`config.mk`:
```
export PLATFORM = sky130hd
export DESIGN_NAME = page_commit_unit
export DESIGN_NICKNAME = d
export VERILOG_FILES = /design/src/rtl/pcu_pkg.sv /design/src/rtl/pcu_page_latch.sv /design/src/rtl/pcu_commit_seq.sv /design/src/rtl/pcu_wp_gate.sv /design/src/rtl/page_commit_unit.sv
export SDC_FILE = /design/constraint.sdc
export NUM_CORES = 1
export LEC_CHECK = 0
export CORE_ASPECT_RATIO = 1.5
export CORE_MARGIN = 4
export CORE_UTILIZATION = 55
export CTS_BUF_LIST = sky130_fd_sc_hd__clkbuf_4 sky130_fd_sc_hd__clkbuf_8
export DETAILED_ROUTE_END_ITERATION = 8
export DONT_BUFFER_PORTS = 1
export PLACE_DENSITY = 0.7
export REMOVE_ABC_BUFFERS = 1
export SYNTH_ARGS = -nofsm -noshare
export SYNTH_HDL_FRONTEND = slang
export SYNTH_SLANG_ARGS = --single-unit
export TNS_END_PERCENT = 5
```
`constraint.sdc`:
```
create_clock -name clk -period 2.6 [get_ports clk]
set_input_delay 0.13 -clock clk [delete_from_list [all_inputs] [get_ports clk]]
set_output_delay 0.13 -clock clk [all_outputs]
set_load 0.02 [all_outputs]
```
`src/rtl/pcu_pkg.sv`:
```
// Shared types and helpers for the page write buffer and commit unit.
package pcu_pkg;

    // Commit sequencer state: waiting for a Stop, or running the timed cycle.
    typedef enum logic {
        SEQ_IDLE = 1'b0,
        SEQ_RUN  = 1'b1
    } seq_state_t;

    // Larger of two integers, used to derive the effective cycle length.
    function automatic int max_int(input int a, input int b);
        return (a > b) ? a : b;
    endfunction

endpackage

```
`src/rtl/pcu_page_latch.sv`:
```
// Page latch: holds up to 2**PAGE_W data bytes with per-entry valid bits,
// the fixed page base and the wrapping in-page write pointer.
// Assumes: addr_load takes priority over byte_strobe in the same cycle;
// accept_en is low while a commit runs; discard empties every entry.
module pcu_page_latch #(
    parameter int ADDR_W = 10,
    parameter int DATA_W = 8,
    parameter int PAGE_W = 4
) (
    input  logic                       clk,
    input  logic                       rst_n,
    input  logic                       accept_en,
    input  logic                       addr_load,
    input  logic [ADDR_W-1:0]          start_addr,
    input  logic                       byte_strobe,
    input  logic [DATA_W-1:0]          byte_data,
    input  logic                       discard,
    input  logic [PAGE_W-1:0]          rd_idx,
    output logic [ADDR_W-PAGE_W-1:0]   page_base,
    output logic [DATA_W-1:0]          rd_data,
    output logic                       rd_valid,
    output logic                       any_valid
);
    localparam int ENTRIES = 1 << PAGE_W;
    localparam int BASE_W  = ADDR_W - PAGE_W;

    logic [DATA_W-1:0]  ent_data [ENTRIES];
    logic [ENTRIES-1:0] ent_vld;
    logic [PAGE_W-1:0]  wr_ptr;
    logic               do_load;
    logic               do_byte;

    assign do_load = accept_en && addr_load;
    assign do_byte = accept_en && byte_strobe && !addr_load;

    // Page base and in-page pointer: load on a new transaction, step per byte.
    always_ff @(posedge clk) begin
        if (!rst_n) begin
            page_base <= '0;
            wr_ptr    <= '0;
        end else if (do_load) begin
            page_base <= start_addr[ADDR_W-1:PAGE_W];
            wr_ptr    <= start_addr[PAGE_W-1:0];
        end else if (do_byte) begin
            wr_ptr    <= wr_ptr + 1'b1;
        end
    end

    // Entry storage: write the addressed entry, empty all on load or discard.
    always_ff @(posedge clk) begin
        if (!rst_n) begin
            ent_vld <= '0;
            for (int i = 0; i < ENTRIES; i++) ent_data[i] <= '0;
        end else if (discard || do_load) begin
            ent_vld <= '0;
        end else if (do_byte) begin
            ent_vld[wr_ptr]  <= 1'b1;
            ent_data[wr_ptr] <= byte_data;
        end
    end

    // Read side for the commit scan.
    always_comb begin
        rd_data   = ent_data[rd_idx];
        rd_valid  = ent_vld[rd_idx];
        any_valid = |ent_vld;
    end

    // The page base must not move while the latch is closed to input.
    AST_PAGE_HELD: assert property (@(posedge clk) disable iff (!rst_n)
        !accept_en |=> $stable(page_base));

    logic unused_base_w;
    assign unused_base_w = (BASE_W > 0);
endmodule

```
`src/rtl/pcu_commit_seq.sv`:
```
// Commit sequencer: on Stop with a non-empty latch, runs a self-timed write
// cycle of CYC_EFF clocks, holds busy, samples write-protect once and scans
// the latch entries in the first 2**PAGE_W cycles.
// Assumes: stop_pulse is a single-cycle pulse; WCYC below the page size is
// stretched to the page size so every entry gets a scan slot.
module pcu_commit_seq
    import pcu_pkg::*;
#(
    parameter int PAGE_W = 4,
    parameter int WCYC   = 250000
) (
    input  logic              clk,
    input  logic              rst_n,
    input  logic              stop_pulse,
    input  logic              any_valid,
    input  logic              wp_level,
    output logic              busy,
    output logic              scan_act,
    output logic [PAGE_W-1:0] scan_idx,
    output logic              wp_held,
    output logic              done
);
    localparam int ENTRIES = 1 << PAGE_W;
    localparam int CYC_EFF = max_int(WCYC, ENTRIES);
    localparam int CNT_W   = $clog2(CYC_EFF + 1);

    seq_state_t       state;
    logic [CNT_W-1:0] cnt;

    assign busy     = (state == SEQ_RUN);
    assign done     = busy && (cnt == CNT_W'(CYC_EFF - 1));
    assign scan_act = busy && (cnt < CNT_W'(ENTRIES));
    assign scan_idx = cnt[PAGE_W-1:0];

    // Cycle timer: start on Stop with data, count, return to idle at the end.
    always_ff @(posedge clk) begin
        if (!rst_n) begin
            state   <= SEQ_IDLE;
            cnt     <= '0;
            wp_held <= 1'b0;
        end else begin
            case (state)
                SEQ_IDLE: begin
                    if (stop_pulse && any_valid) begin
                        state   <= SEQ_RUN;
                        cnt     <= '0;
                        wp_held <= wp_level;
                    end
                end
                SEQ_RUN: begin
                    if (done) begin
                        state <= SEQ_IDLE;
                        cnt   <= '0;
                    end else begin
                        cnt <= cnt + 1'b1;
                    end
                end
                default: state <= SEQ_IDLE;
            endcase
        end
    end

    // A write cycle only ever begins right after a Stop.
    AST_BUSY_AFTER_STOP: assert property (@(posedge clk) disable iff (!rst_n)
        $rose(busy) |-> $past(stop_pulse));

    // The sampled protect level stays put for the whole cycle.
    AST_WP_FROZEN: assert property (@(posedge clk) disable iff (!rst_n)
        (busy && !done) |=> $stable(wp_held));
endmodule

```
`src/rtl/pcu_wp_gate.sv`:
```
// Write gate: turns a scan slot into an array write when the entry holds a
// received byte and the page is not protected. PROTECT_UPPER selects whether
// the upper half of the address space honours the protect level at all.
// Assumes: page_msb is the top address bit of the page being committed.
module pcu_wp_gate #(
    parameter bit PROTECT_UPPER = 1'b1
) (
    input  logic scan_act,
    input  logic entry_valid,
    input  logic wp_held,
    input  logic page_msb,
    output logic write_en
);
    generate
        if (PROTECT_UPPER) begin : g_prot
            // Block writes to the upper half when protection was sampled high.
            always_comb write_en = scan_act && entry_valid && !(wp_held && page_msb);
        end else begin : g_open
            // Protection disabled: every received entry is written.
            logic unused_prot;
            assign unused_prot = wp_held ^ page_msb;
            always_comb write_en = scan_act && entry_valid;
        end
    endgenerate
endmodule

```
`src/rtl/page_commit_unit.sv`:
```
// Page write buffer and commit unit (top). Collects one transaction's bytes
// into a page latch and, on Stop, commits them to the array through a
// self-timed write cycle, honouring upper-half write protection.
// Assumes: control inputs are single-cycle pulses from the serial front end;
// the array accepts one write per clock on the mem_* port.
module page_commit_unit #(
    parameter int ADDR_W = 10,
    parameter int DATA_W = 8,
    parameter int PAGE_W = 4,
    parameter int WCYC   = 250000
) (
    input  logic              clk,
    input  logic              rst_n,
    input  logic              addr_load,
    input  logic [ADDR_W-1:0] start_addr,
    input  logic              byte_strobe,
    input  logic [DATA_W-1:0] byte_data,
    input  logic              stop_pulse,
    input  logic              abort_pulse,
    input  logic              wp_level,
    output logic              mem_we,
    output logic [ADDR_W-1:0] mem_addr,
    output logic [DATA_W-1:0] mem_wdata,
    output logic              busy
);
    localparam int BASE_W = ADDR_W - PAGE_W;

    logic              seq_busy;
    logic              scan_act;
    logic [PAGE_W-1:0] scan_idx;
    logic              wp_held;
    logic              seq_done;
    logic [BASE_W-1:0] page_base;
    logic [DATA_W-1:0] rd_data;
    logic              rd_valid;
    logic              any_valid;
    logic              discard;

    // Latch is emptied by an abort while idle or by the end of a commit.
    assign discard = (abort_pulse && !seq_busy) || seq_done;

    pcu_page_latch #(
        .ADDR_W(ADDR_W), .DATA_W(DATA_W), .PAGE_W(PAGE_W)
    ) u_latch (
        .clk        (clk),
        .rst_n      (rst_n),
        .accept_en  (!seq_busy),
        .addr_load  (addr_load),
        .start_addr (start_addr),
        .byte_strobe(byte_strobe),
        .byte_data  (byte_data),
        .discard    (discard),
        .rd_idx     (scan_idx),
        .page_base  (page_base),
        .rd_data    (rd_data),
        .rd_valid   (rd_valid),
        .any_valid  (any_valid)
    );

    pcu_commit_seq #(
        .PAGE_W(PAGE_W), .WCYC(WCYC)
    ) u_seq (
        .clk       (clk),
        .rst_n     (rst_n),
        .stop_pulse(stop_pulse),
        .any_valid (any_valid),
        .wp_level  (wp_level),
        .busy      (seq_busy),
        .scan_act  (scan_act),
        .scan_idx  (scan_idx),
        .wp_held   (wp_held),
        .done      (seq_done)
    );

    pcu_wp_gate #(
        .PROTECT_UPPER(1'b1)
    ) u_gate (
        .scan_act   (scan_act),
        .entry_valid(rd_valid),
        .wp_held    (wp_held),
        .page_msb   (page_base[BASE_W-1]),
        .write_en   (mem_we)
    );

    // Array port: page base with the scanned entry index, data from the latch.
    always_comb begin
        mem_addr  = {page_base, scan_idx};
        mem_wdata = rd_data;
        busy      = seq_busy;
    end

    AST_WE_IN_BUSY: assert property (@(posedge clk) disable iff (!rst_n)
        mem_we |-> busy);

    AST_PROT_UPPER: assert property (@(posedge clk) disable iff (!rst_n)
        (mem_we && wp_held) |-> !mem_addr[ADDR_W-1]);

    AST_LATCH_EMPTY: assert property (@(posedge clk) disable iff (!rst_n)
        $fell(busy) |-> !any_valid);
endmodule

```
Yosys cells after proc, flatten, opt, wreduce, memory -nomap -nowiden
Memory sizes are Yosys's and may differ from the RTL's. A register that Yosys moved wholly into a read port is not among the register bits. Index checks and enable logic that the tools add are counted.

Memory bits (writable): 128. Logic and storage cells: 61. Register bits: 46. Bits of input ports: 25. Memories: 1.

Reductions and logical operators: 21. $add $sub $neg: 2. Bitwise gates (word level): 3. $lt $le $gt $ge: 4. Equality and inequality tests: 2. Muxes and demuxes: 22.

Memory list: u_latch.ent_data (depth 16, bits a word 8, rd ports 1, clocked after Yosys merged registers in 1, wr ports 16, line pcu_page_latch.sv:27) `logic [DATA_W-1:0] ent_data [ENTRIES];`.

Operators by type and width (number): $mux W18 (2); $pmux W18 S2 (1); $mux W4 (5); $add A18 B1 Y18 const B (1); $eq A18 B18 Y1 const B (1); $lt A18 B5 Y1 const B (1); $or A16 B16 Y16 (1); $reduce_or A16 Y1 (1); $logic_and A1 B1 Y1 (11); $lt A4 B5 Y1 const B (2); $mux W1 (10); $mux W8 (1); $reduce_or A8 Y1 (1); $add A4 B1 Y4 const B (1); $bmux W1 S4 (1); $demux W1 S4 (1); $ge A4 B1 Y1 const B (1); $logic_not A1 Y1 (3); $logic_or A1 B1 Y1 (2); $ne A2 B1 Y1 const B (1); $not A1 Y1 (2); $pmux W1 S2 (1); $reduce_and A2 Y1 (1); $reduce_bool A2 Y1 (1); $reduce_or A2 Y1 (1).

Logic depth before layout (Yosys ltp)
Gate-level depths: netlist (run 1).

Word-level depth: 9. Gate-level depth with buffers: 7. Gate-level depth less buffers: 6.

By module
A second synthesis (run 1) with hierarchy kept.

Cell total of the unflattened synthesis: 672. Area total of the unflattened synthesis: 7970.1 um^2.

By module, submodules not included: pcu_page_latch (times used 1, cells an instance 535, area an instance 6841.6 um^2); pcu_commit_seq (times used 1, cells an instance 133, area an instance 1104.8 um^2); pcu_wp_gate (times used 1, cells an instance 2, area an instance 12.5 um^2); page_commit_unit (times used 1, cells an instance 2, area an instance 11.3 um^2).

Least setup slack after synthesis (run 1)
Ideal clock, no wire load.

Path type: reg-to-reg. Start: reg u_seq.state (netlist: u_seq.busy). End: mem u_latch.ent_data[13][0] (enable). Arrival: 1.667 ns. Stages on the path, launching flop included: 5. Setup time: 0.384 ns. Path buffers: 0. Setup slack: 0.549 ns. Cell sequence: dfxtp_1 -> nor2_1 -> and4b_1 -> nand2_1 -> o21ai_0.

RTL lines: from (decl) (line pcu_commit_seq.sv:27) `seq_state_t state;`; from (signal assigned) (line pcu_commit_seq.sv:38) `state <= SEQ_IDLE;`; from (signal assigned) (line pcu_commit_seq.sv:45) `state <= SEQ_RUN;`; from (signal assigned) (line pcu_commit_seq.sv:52) `state <= SEQ_IDLE;`; to (decl) (line pcu_page_latch.sv:27).

Worst setup path after layout (run 1)
Start: reg u_seq.cnt[0]. End: out mem_we.

Longest elaborated chain between the ends: 4.

RTL lines: from (decl) (line pcu_commit_seq.sv:28) `logic [CNT_W-1:0] cnt;`; from (signal assigned) (line pcu_commit_seq.sv:55) `cnt <= cnt + 1'b1;`; $lt A18 B5 Y1 / $bmux W1 S4 (equally long branches) (line pcu_commit_seq.sv:32, pcu_page_latch.sv:65); $logic_and A1 B1 Y1 / $mux W1 (equally long branches) (line pcu_commit_seq.sv:32, pcu_page_latch.sv:65); $logic_and A1 B1 Y1 * (2 in a row) (line pcu_wp_gate.sv:17) `always_comb write_en = scan_act && entry_valid && !(wp_held && page_msb);`; to (decl) (line page_commit_unit.sv:21) `output logic mem_we,`.

Every way passes the cells marked *; elsewhere a longest branch is shown, timed or not. The select of a mux whose other input is x is not followed.

==> impl_metrics.csv, run 1 <==
group,metric,value,unit
synthesis,syn_avg_cell_area,13.56,sq um
drt,final_antenna_net_count,0,
cts,cts_buffers,17,
setup_path,criticalPathCategory,"reg2out",
finish,area_growth,11.74,%
power,clockPowerShare,0.345,
finish,nets,664,
power,ir_worst_vdd,0.3546,mV
synthesis,synth_edf_count,128,
sta,slew_violations,0,
global_route,antenna_found_initial,0,
sta,period_needed,2.439,ns
setup_path,reg2regPathDepth,6,
global_route,grt_pass1_vias,5115,
power,sw_frac_of_total,0.2414,
setup_path,startpoint_type,"flop",
run_status,status,"complete, no violations",
drt,post_drt_via_cell_ratio,5.762,
synthesis,ys_types,46,
sta,finalHoldViolations,0,
die,die-area,16720,sq um
placed_design,globalplace.congestion,0.8853,
synthesis,yosysWarnings,0,
power,p_comb_frac,0.065,
hold_path,min-delay-start,"addr_load",
synthesis,syn-cell-area,8070,sq um
cts,path_clk_slew,0.09,ns
setup_path,r2r_start,"u_seq.cnt[0]",
power,p_leak,3.332,nW
cts,cts.path.max_buffers,2,
cts,clock_latency,0.44,ns
power,power,0.005355,W
finish,final_cell_area,9017,sq um
hold_path,hold_path.class,"in2reg",
setup_path,slowest_delay,0.56,ns
setup_path,rrSetupSlack,0.47,ns
synthesis,synthTopCellsByCount,"and2_1 (130), edfxtp_1 (128), dfxtp_1 (50)",
setup_path,worstPathRequired,2.47,ns
placed_design,dp_hpwl,12.31,mm
setup_path,timing.rr.end,"u_latch.ent_vld[0]",
sta,finalSetupViolations,0,
global_route,grt_max_degree,33,
global_route,grt_use_total,0.2263,
placed_design,port-buffer-count,0,
synthesis,yosys_register_bits,178,
cts,h-tree-depth,4,
drt,initialDrtViolationCount,297,
drt,routed_wl,17.74,mm
sta,rsz0062_at_grt,"false",
synthesis,async_flop_share,0,
setup_path,cp_cell_sequence,"mux4_2 > mux4_2 > and3_1",
sta,fin_tns_setup,0,ns
die,core-area,14460,sq um
power,power_density,593.8,nW/um^2
synthesis,seq_area_frac_synth,0.6003,
synthesis,ys.flop_type,"edfxtp_1",
finish,post-route-util,0.6237,
synthesis,synth_top_area_cell,"edfxtp_1",
drt,first_pass_iters,5,
synthesis,postSynthCellCount,595,
cts,cts_setup_buffers,0,
global_route,overflow,0,
drt,drcViolationCount,0,
job,maxCapViolations,0,
synthesis,yosysMostFrequentCell,"and2_1",
cts,cts_resized,0,
sta,slew_headroom,0.5127,
cts,cts.sinks,178,
sta,timing.hold.ws,0.02845,ns
drt,route.vias.total,4857,
synthesis,synth_area_leaders,"edfxtp_1 (48%), mux4_2 (13%), dfxtp_1 (12%)",
global_route,grt_first_pass_wirelength,28.17,mm
setup_path,crit_path_frequent_cell,"mux4_2",
finish,nFillCells,1124,
die,ios,45,
hold_path,whs_endpoint,"u_latch.wr_ptr[0]",
setup_path,crit_fanout,7,
placed_design,post_dp_cell_area,8399,sq um
setup_path,arrival,2.31,ns
power,internal_power,0.004062,W
finish,antenna_cells,0,
setup_path,worstSetupEndpointType,"primary output",
synthesis,yosysTopAreaCellShare,0.4763,
hold_path,hold_depth,3,
die,fp.dieW,106.9,um
sta,clock_skew,0.01202,ns
sta,tightestPinTransition,0.7214,ns
setup_path,critPathSlowestCell,"dfxtp_1",
finish,drive_gt1_frac,0.1808,
die,num_rows,54,
power,switching_power,0.001293,W
die,die_y,156.4,um
power,pwr-share-seq,0.590,
cts,cts_tree,"done",
sta,period_share,0.9380,
die,start_util,0.5582,
sta,max_freq,0.4101,GHz
cts,clockRootBuffer,"clkbuf_8",
drt,wl_per_cell,21.04,um
cts,cts_hold_buf,23,
==> how the worst max path moves through the flow <==
stage                 startpoint                  to  slack [ns]  cells after the start
floorplan                   flop        mem_wdata[0]       -0.16                      2
global placement    u_seq.cnt[0]       u_seq.cnt[14]        0.57                      6
detailed placement  u_seq.cnt[0]  u_latch.ent_vld[8]        0.49                      6
CTS                 u_seq.cnt[0]              mem_we        0.10                      3
global route        u_seq.cnt[0]              mem_we        0.04                      3
finish              u_seq.cnt[0]              mem_we        0.16                      3
==> power groups by stage <==
stage | registers (W) | logic (W) | clock network [W]
3_3_place_gp | 0.00322 | 0.000289 | 0
6_report | 0.00316 | 0.000346 | 0.00185
4_1_cts | 0.00316 | 0.000349 | 0.00188
2_1_floorplan | 0.00323 | 0.000180 | 0
3_5_place_dp | 0.00323 | 0.000293 | 0
5_1_grt | 0.00317 | 0.000374 | 0.00202
==> cells by family (layout without fill, tap and decap cells) <==
logic type                 after synthesis  after routing  share of synthesized area
AOI/OAI and AO/OA                       64             64                    0.05535
muxes                                   47             47                     0.1281
buffers and inverters                   40             92                    0.02295
DFF                                    178            178                     0.6003
adders and majority gates                5              5                   0.007752
and+or+nand+nor                        250            250                     0.1736
xor gates and xnor gates                11             11                    0.01194
==> stage by stage <==
| stage | instances | setup slack [ns] |
|---|---|---|
| after floorplan | 561 | -0.1622 |
| after global placement | 788 | 0.5680 |
| after detailed placement | 788 | 0.4902 |
| after CTS | 843 | 0.1014 |
| after global routing | 843 | 0.04450 |
| final | 843 | 0.1613 |
==> flip-flops by register name (all words and copies together) (netlist names), named ones only <==
register and cells:
u_seq.wp_held 1, u_seq.busy 1, u_latch.ent_vld 16, u_seq.cnt 18
u_latch.page_base 6, u_latch.ent_data 128, u_latch.wr_ptr 4
==> critical path, delay by kind of cell (launching register included) <==
family	cells	cell delay [ns]
flip-flops	1	0.56
multiplexers	2	1.03
AND/OR/NAND/NOR	1	0.28
==> cell type report <==
cell class	instances	area, sq um	share of cell area
well taps	196	245.2	0.02720
repair buffers	54	475.5	0.05273
multi-input cells	377	3040	0.3372
clock inverters	14	146.4	0.01623
inverters	6	22.52	0.002498
clock buffers	18	241.5	0.02678
flip-flops and latches	178	4846	0.5374
==> cells in the final DEF (no fill, tap or decap), drive strengths merged, types with 17 or more instances in the layout <==
cell	Yosys	final
a21o	17	17
and2	130	130
buf	13	31
clkbuf	21	18
dfxtp	50	50
dlygate4sd3	0	23
edfxtp	128	128
mux4	45	45
nand2	37	37
nor2	37	37
o21ai	20	20
==> per-layer routing <==
| metal | part of all wire | wire, um | track usage | up-vias |
|---|---|---|---|---|
| met3 | 0.042 | 749 | 0.03797 | 14 |
| met4 | 0.017 | 293 | 0.07313 | 0 |
| li1 | - | - | - | 2265 |
| met2 | 0.55 | 9779 | 0.4087 | 131 |
| met1 | 0.39 | 6912 | 0.2763 | 2447 |
| met5 | 0 | 0 | 0 | - |
(Power assumes the default switching activity.)
==> run 2, diff against run 1 <==
--- a/config.mk
+++ b/config.mk
@@ -12,7 +12,6 @@
 export DETAILED_ROUTE_END_ITERATION = 8
 export DONT_BUFFER_PORTS = 1
 export PLACE_DENSITY = 0.7
-export REMOVE_ABC_BUFFERS = 1
 export SYNTH_ARGS = -nofsm -noshare
 export SYNTH_HDL_FRONTEND = slang
 export SYNTH_SLANG_ARGS = --single-unit
==> impl_metrics.csv, run 2 (same netlist as run 1, synthesis figures left out) <==
group,metric,value,unit
die,ios,45,
cts,path_clk_slew,0.09,ns
setup_path,r2r_start,"u_seq.cnt[0]",
finish,nets,660,
power,p_leak,3.319,nW
finish,mostFrequentLayoutCells,"and2_1 (130), edfxtp_1 (128), dfxtp_1 (49)",
job,maxCapViolations,0,
drt,initialDrtViolationCount,333,
global_route,grt_pass1_vias,5158,
finish,multi_input_area,3040,sq um
sta,period_share,0.9431,
global_route,grt_max_degree,33,
placed_design,dpl.cell_count,786,
placed_design,port-buffer-count,0,
sta,period_needed,2.452,ns
setup_path,worstSetupEndpointType,"primary output",
power,ir_worst_vdd,0.3358,mV
sta,fin_tns_setup,0,ns
global_route,grt_first_pass_wirelength,29.16,mm
sta,finalHoldViolations,0,
sta,timing.hold.ws,0.02888,ns
cts,clock_latency,0.45,ns
sta,slew_violations,0,
sta,tightestPinTransition,0.7267,ns
global_route,antenna_found_initial,1,
power,power_density,598.1,nW/um^2
sta,max_freq,0.4078,GHz
placed_design,dp_hpwl,12.71,mm
finish,top_regs,"u_latch.ent_data: 128 flops, u_seq.cnt: 18 flops, u_latch.ent_vld: 16 flops",
placed_design,globalplace.congestion,0.8428,
finish,nFillCells,1137,
finish,instances_no_fill,840,
finish,drive_gt1_frac,0.1742,
cts,cts_resized,0,
drt,routed_wl,18.76,mm
drt,final_antenna_net_count,0,
setup_path,arrival,2.32,ns
drt,highest_layer,"met4",
cts,cts_tree,"done",
die,num_rows,54,
cts,cts_setup_buffers,0,
placed_design,post_dp_cell_area,8384,sq um
sta,rsz0062_at_grt,"false",
finish,final_common_cell,"and2_1",
die,start_util,0.5582,
setup_path,cp_cell_sequence,"mux4_2 > mux4_2 > and3_1",
setup_path,crit_fanout,8,
drt,wl_per_cell,22.34,um
setup_path,worstPathRequired,2.47,ns
drt,wl_met2,10.33,mm
cts,cts_hold_buf,21,
finish,register_area,4846,sq um
global_route,grt_use_total,0.2366,
finish,area_growth,11.35,%
drt,met3_length,1.031,mm
cts,cts.path.max_buffers,2,
hold_path,hold_path.class,"in2reg",
setup_path,slowest_delay,0.56,ns
drt,wl_met1,6.975,mm
cts,cts.sinks,178,
die,core-area,14460,sq um
sta,clock_skew,0.01091,ns
setup_path,criticalPathCategory,"reg2out",
sta,finalSetupViolations,0,
cts,h-tree-depth,4,
setup_path,critPathLaunch,"u_seq.cnt[0]",
die,die-area,16720,sq um
drt,drcViolationCount,0,
setup_path,startpoint_type,"flop",
drt,first_pass_iters,5,
finish,largest_register_ffs,128,
run_status,status,"complete, no violations",
drt,route.vias.total,4988,
finish,final_cell_area,8986,sq um
global_route,overflow,0,
sta,slew_headroom,0.5091,
drt,post_drt_via_cell_ratio,5.938,
setup_path,crit_path_frequent_cell,"mux4_2",
synthesis,synthesis.nets,625,
cts,cts_buffers,17,
die,fp.dieW,106.9,um
hold_path,min-delay-start,"addr_load",
cts,clockRootBuffer,"clkbuf_8",
die,die_y,156.4,um
setup_path,critPathSlowestCell,"dfxtp_1",
finish,top_register,"u_latch.ent_data",
==> run 2: final timing paths <==
| path | to | slack, ns | cells past startpoint |
|---|---|---|---|
| setup / recovery | mem_we | 0.15 | 3 |
| hold / removal | u_latch.page_base[4] | 0.03 | 3 |
| setup reg to reg | u_latch.ent_vld[7] | 0.47 | 6 |
| hold reg to reg | u_latch.ent_vld[14] | 0.50 | 1 |
==> run 2: report_power, final <==
| group | switching (W) | total [W] | internal (W) |
|---|---|---|---|
| Combinational | 0.000204 | 0.000345 | 0.000141 |
| Sequential | 0.0000495 | 0.00316 | 0.00311 |
| Clock | 0.00101 | 0.00187 | 0.000859 |
==> run 2: critical path: cells and delay by family, from the launching register on <==
family | cells | cell delay (ns)
DFF | 1 | 0.56
muxes | 2 | 1.03
and+or+nand+nor | 1 | 0.28
==> run 2: routing by layer <==
metal	vias up	GRT usage
met2	186	0.4273
met3	35	0.05159
li1	2254	-
met1	2513	0.2720
met4	0	0.09445
met5	-	0
==> run 2: area by class of cell <==
type / instances / share of cell area
inverter: 6 / 0.002506
multi-input combinational: 377 / 0.3383
timing repair buffer: 50 / 0.04901
clock buffer: 17 / 0.02604
antenna: 1 / 0.0002785
sequential: 178 / 0.5393
clock inverter: 15 / 0.01727
tap: 196 / 0.02729
==> run 2: per-stage QoR <==
step	total power [W]	setup slack [ns]	util
2_1_floorplan	0.003431	0.5494	-
3_3_place_gp	0.003506	0.5643	0.5799
3_5_place_dp	0.003521	0.4957	0.5799
4_1_cts	0.005411	0.1090	0.6213
5_1_grt	0.005551	0.03745	0.6215
6_report	0.005375	0.1479	0.6215
==> run 3, diff against run 2 <==
--- a/config.mk
+++ b/config.mk
@@ -7,11 +7,11 @@
 export LEC_CHECK = 0
 export CORE_ASPECT_RATIO = 1.5
 export CORE_MARGIN = 4
-export CORE_UTILIZATION = 55
+export CORE_UTILIZATION = 32
 export CTS_BUF_LIST = sky130_fd_sc_hd__clkbuf_4 sky130_fd_sc_hd__clkbuf_8
 export DETAILED_ROUTE_END_ITERATION = 8
 export DONT_BUFFER_PORTS = 1
-export PLACE_DENSITY = 0.7
+export RECOVER_POWER = 100
 export SYNTH_ARGS = -nofsm -noshare
 export SYNTH_HDL_FRONTEND = slang
 export SYNTH_SLANG_ARGS = --single-unit
==> impl_metrics.csv, run 3 (same netlist as run 1, synthesis figures left out) <==
group,metric,value,unit
run_status,status,"complete, no violations",
drt,first_pass_iters,4,
power,switching_power,0.001330,W
cts,cts.path.max_buffers,2,
placed_design,dpl.cell_count,914,
drt,initialDrtViolationCount,317,
cts,clock_latency,0.47,ns
finish,drive_gt1_frac,0.1310,
drt,drcViolationCount,0,
sta,fin_tns_setup,0,ns
global_route,grt_first_pass_wirelength,29.93,mm
sta,timing.hold.ws,0.04326,ns
cts,cts_buffers,17,
die,ios,45,
global_route,antenna_found_initial,2,
job,maxCapViolations,0,
setup_path,arrival,2.34,ns
drt,routed_wl,19.10,mm
power,clockPowerShare,0.348,
sta,slew_headroom,0.3990,
sta,clock_skew,0.009205,ns
finish,instances_no_fill,974,
global_route,overflow,0,
finish,nets,666,
cts,cts_tree,"done",
setup_path,rrSetupSlack,0.25,ns
cts,h-tree-depth,4,
setup_path,crit_fanout,24,
power,power,0.005362,W
power,p_comb_frac,0.062,
hold_path,hold_path.class,"in2reg",
die,die_y,202.5,um
sta,tightestPinTransition,0.8982,ns
die,die-area,27880,sq um
setup_path,worstPathRequired,2.47,ns
placed_design,dp_hpwl,13.26,mm
power,ir_worst_vdd,0.3103,mV
global_route,grt_use_total,0.1436,
die,start_util,0.3279,
sta,rsz0062_at_grt,"false",
hold_path,min-delay-start,"addr_load",
finish,mostFrequentLayoutCells,"edfxtp_1 (128), and2_0 (76), and2_1 (54)",
power,internal_power,0.004032,W
sta,slew_violations,0,
setup_path,timing.rr.end,"u_seq.cnt[10]",
finish,area_growth,12.53,%
drt,post_drt_via_cell_ratio,4.939,
sta,period_needed,2.466,ns
drt,route.vias.total,4811,
synthesis,synthesis.nets,625,
power,p_leak,3.158,nW
sta,max_freq,0.4055,GHz
power,pwr-share-seq,0.590,
finish,nFillCells,2339,
placed_design,port-buffer-count,0,
placed_design,globalplace.congestion,0.8230,
power,power_density,590.4,nW/um^2
setup_path,startpoint_type,"flop",
hold_path,hold_depth,5,
setup_path,reg2regPathDepth,7,
drt,wl_per_cell,19.61,um
drt,final_antenna_net_count,0,
finish,top_register,"u_latch.ent_data",
setup_path,criticalPathCategory,"reg2out",
cts,cts.sinks,178,
setup_path,worstSetupEndpointType,"primary output",
sta,finalHoldViolations,0,
cts,clockRootBuffer,"clkbuf_8",
sta,period_share,0.9485,
die,core-area,24610,sq um
setup_path,r2r_start,"u_seq.cnt[0]",
die,fp.dieW,137.7,um
cts,path_clk_slew,0.10,ns
finish,top_regs,"u_latch.ent_data: 128 flops, u_seq.cnt: 18 flops, u_latch.ent_vld: 16 flops",
global_route,grt_max_degree,33,
global_route,grt_pass1_vias,5142,
finish,final_common_cell,"edfxtp_1",
die,num_rows,70,
hold_path,whs_endpoint,"u_latch.wr_ptr[1]",
sta,finalSetupViolations,0,
finish,largest_register_ffs,128,
power,sw_frac_of_total,0.2480,
run 3: cell types whose count changed in the layout (fill, tap and decap cells not counted), moves of 4 or more:
cell           delta
dlygate4sd3_1     +6
nor3_1            +4
buf_4            -24
nor3_2            -4
and2_1           -76
clkbuf_1         +24
and2_0           +76
run 3: area by class of cell:
class	count	area, sq um	share of cell area
inverters	6	22.52	0.002480
clock buffers	17	234.0	0.02576
flip-flops and latches	178	4848	0.5339
well taps	324	405.4	0.04464
multi-input cells	377	3013	0.3318
repair buffers	56	410.4	0.04519
clock inverters	15	145.1	0.01598
diodes	1	2.502	0.0002756
run 3: what timing repair did:
item / 4_1_cts / 5_1_grt
hold buffers: 27 / 0
buffers inserted: 0 / 0
hold endpoints to repair: 143 / 0
setup endpoints to repair: 5 / 0
gates resized for setup: 1 / 0
run 3: metal layers:
layer  wire length (um)  GRT usage  share of wire  up-vias
met3                817    0.03223          0.043       19
li1                   -          -              -     2268
met5                  0          0              0        -
met1               7614     0.1713           0.40     2420
met4                262    0.04601          0.014        0
met2              10410     0.2535           0.54      104
run 3: worst max-delay path, stage by stage, from the launching register on:
cell and delay (ns):
dfxtp_4 0.47, buf_12 0.25, mux4_2 0.57, mux4_2 0.56
run 3: how the worst max path moves through the flow:
stage          startpoint                      end  slack (ns)  cells after the start
2_1_floorplan  u_seq.busy  u_latch.ent_data[13][0]        0.55                      4
3_3_place_gp         flop             mem_wdata[2]        0.52                      3
3_5_place_dp         flop             mem_wdata[6]        0.51                      3
4_1_cts              flop             mem_wdata[6]        0.08                      3
5_1_grt              flop             mem_wdata[6]        0.03                      3
6_report             flop             mem_wdata[0]        0.13                      3
run 3: power groups by stage:
stage / Sequential (W) / Clock (W) / Combinational [W]
final: 0.00317 / 0.00186 / 0.000332
after global routing: 0.00318 / 0.00201 / 0.000361
after CTS: 0.00317 / 0.00191 / 0.000347
after detailed placement: 0.00323 / 0 / 0.000285
after global placement: 0.00323 / 0 / 0.000279
after floorplan: 0.00321 / 0 / 0.000226
run 3: through the flow:
stage	worst slack [ns]	util	cell area [sq um]
2_1_floorplan	0.5494	-	8070
3_3_place_gp	0.5220	0.3472	8544
3_5_place_dp	0.5105	0.3472	8544
4_1_cts	0.07777	0.3737	9196
5_1_grt	0.02612	0.3690	9081
6_report	0.1338	0.3690	9081
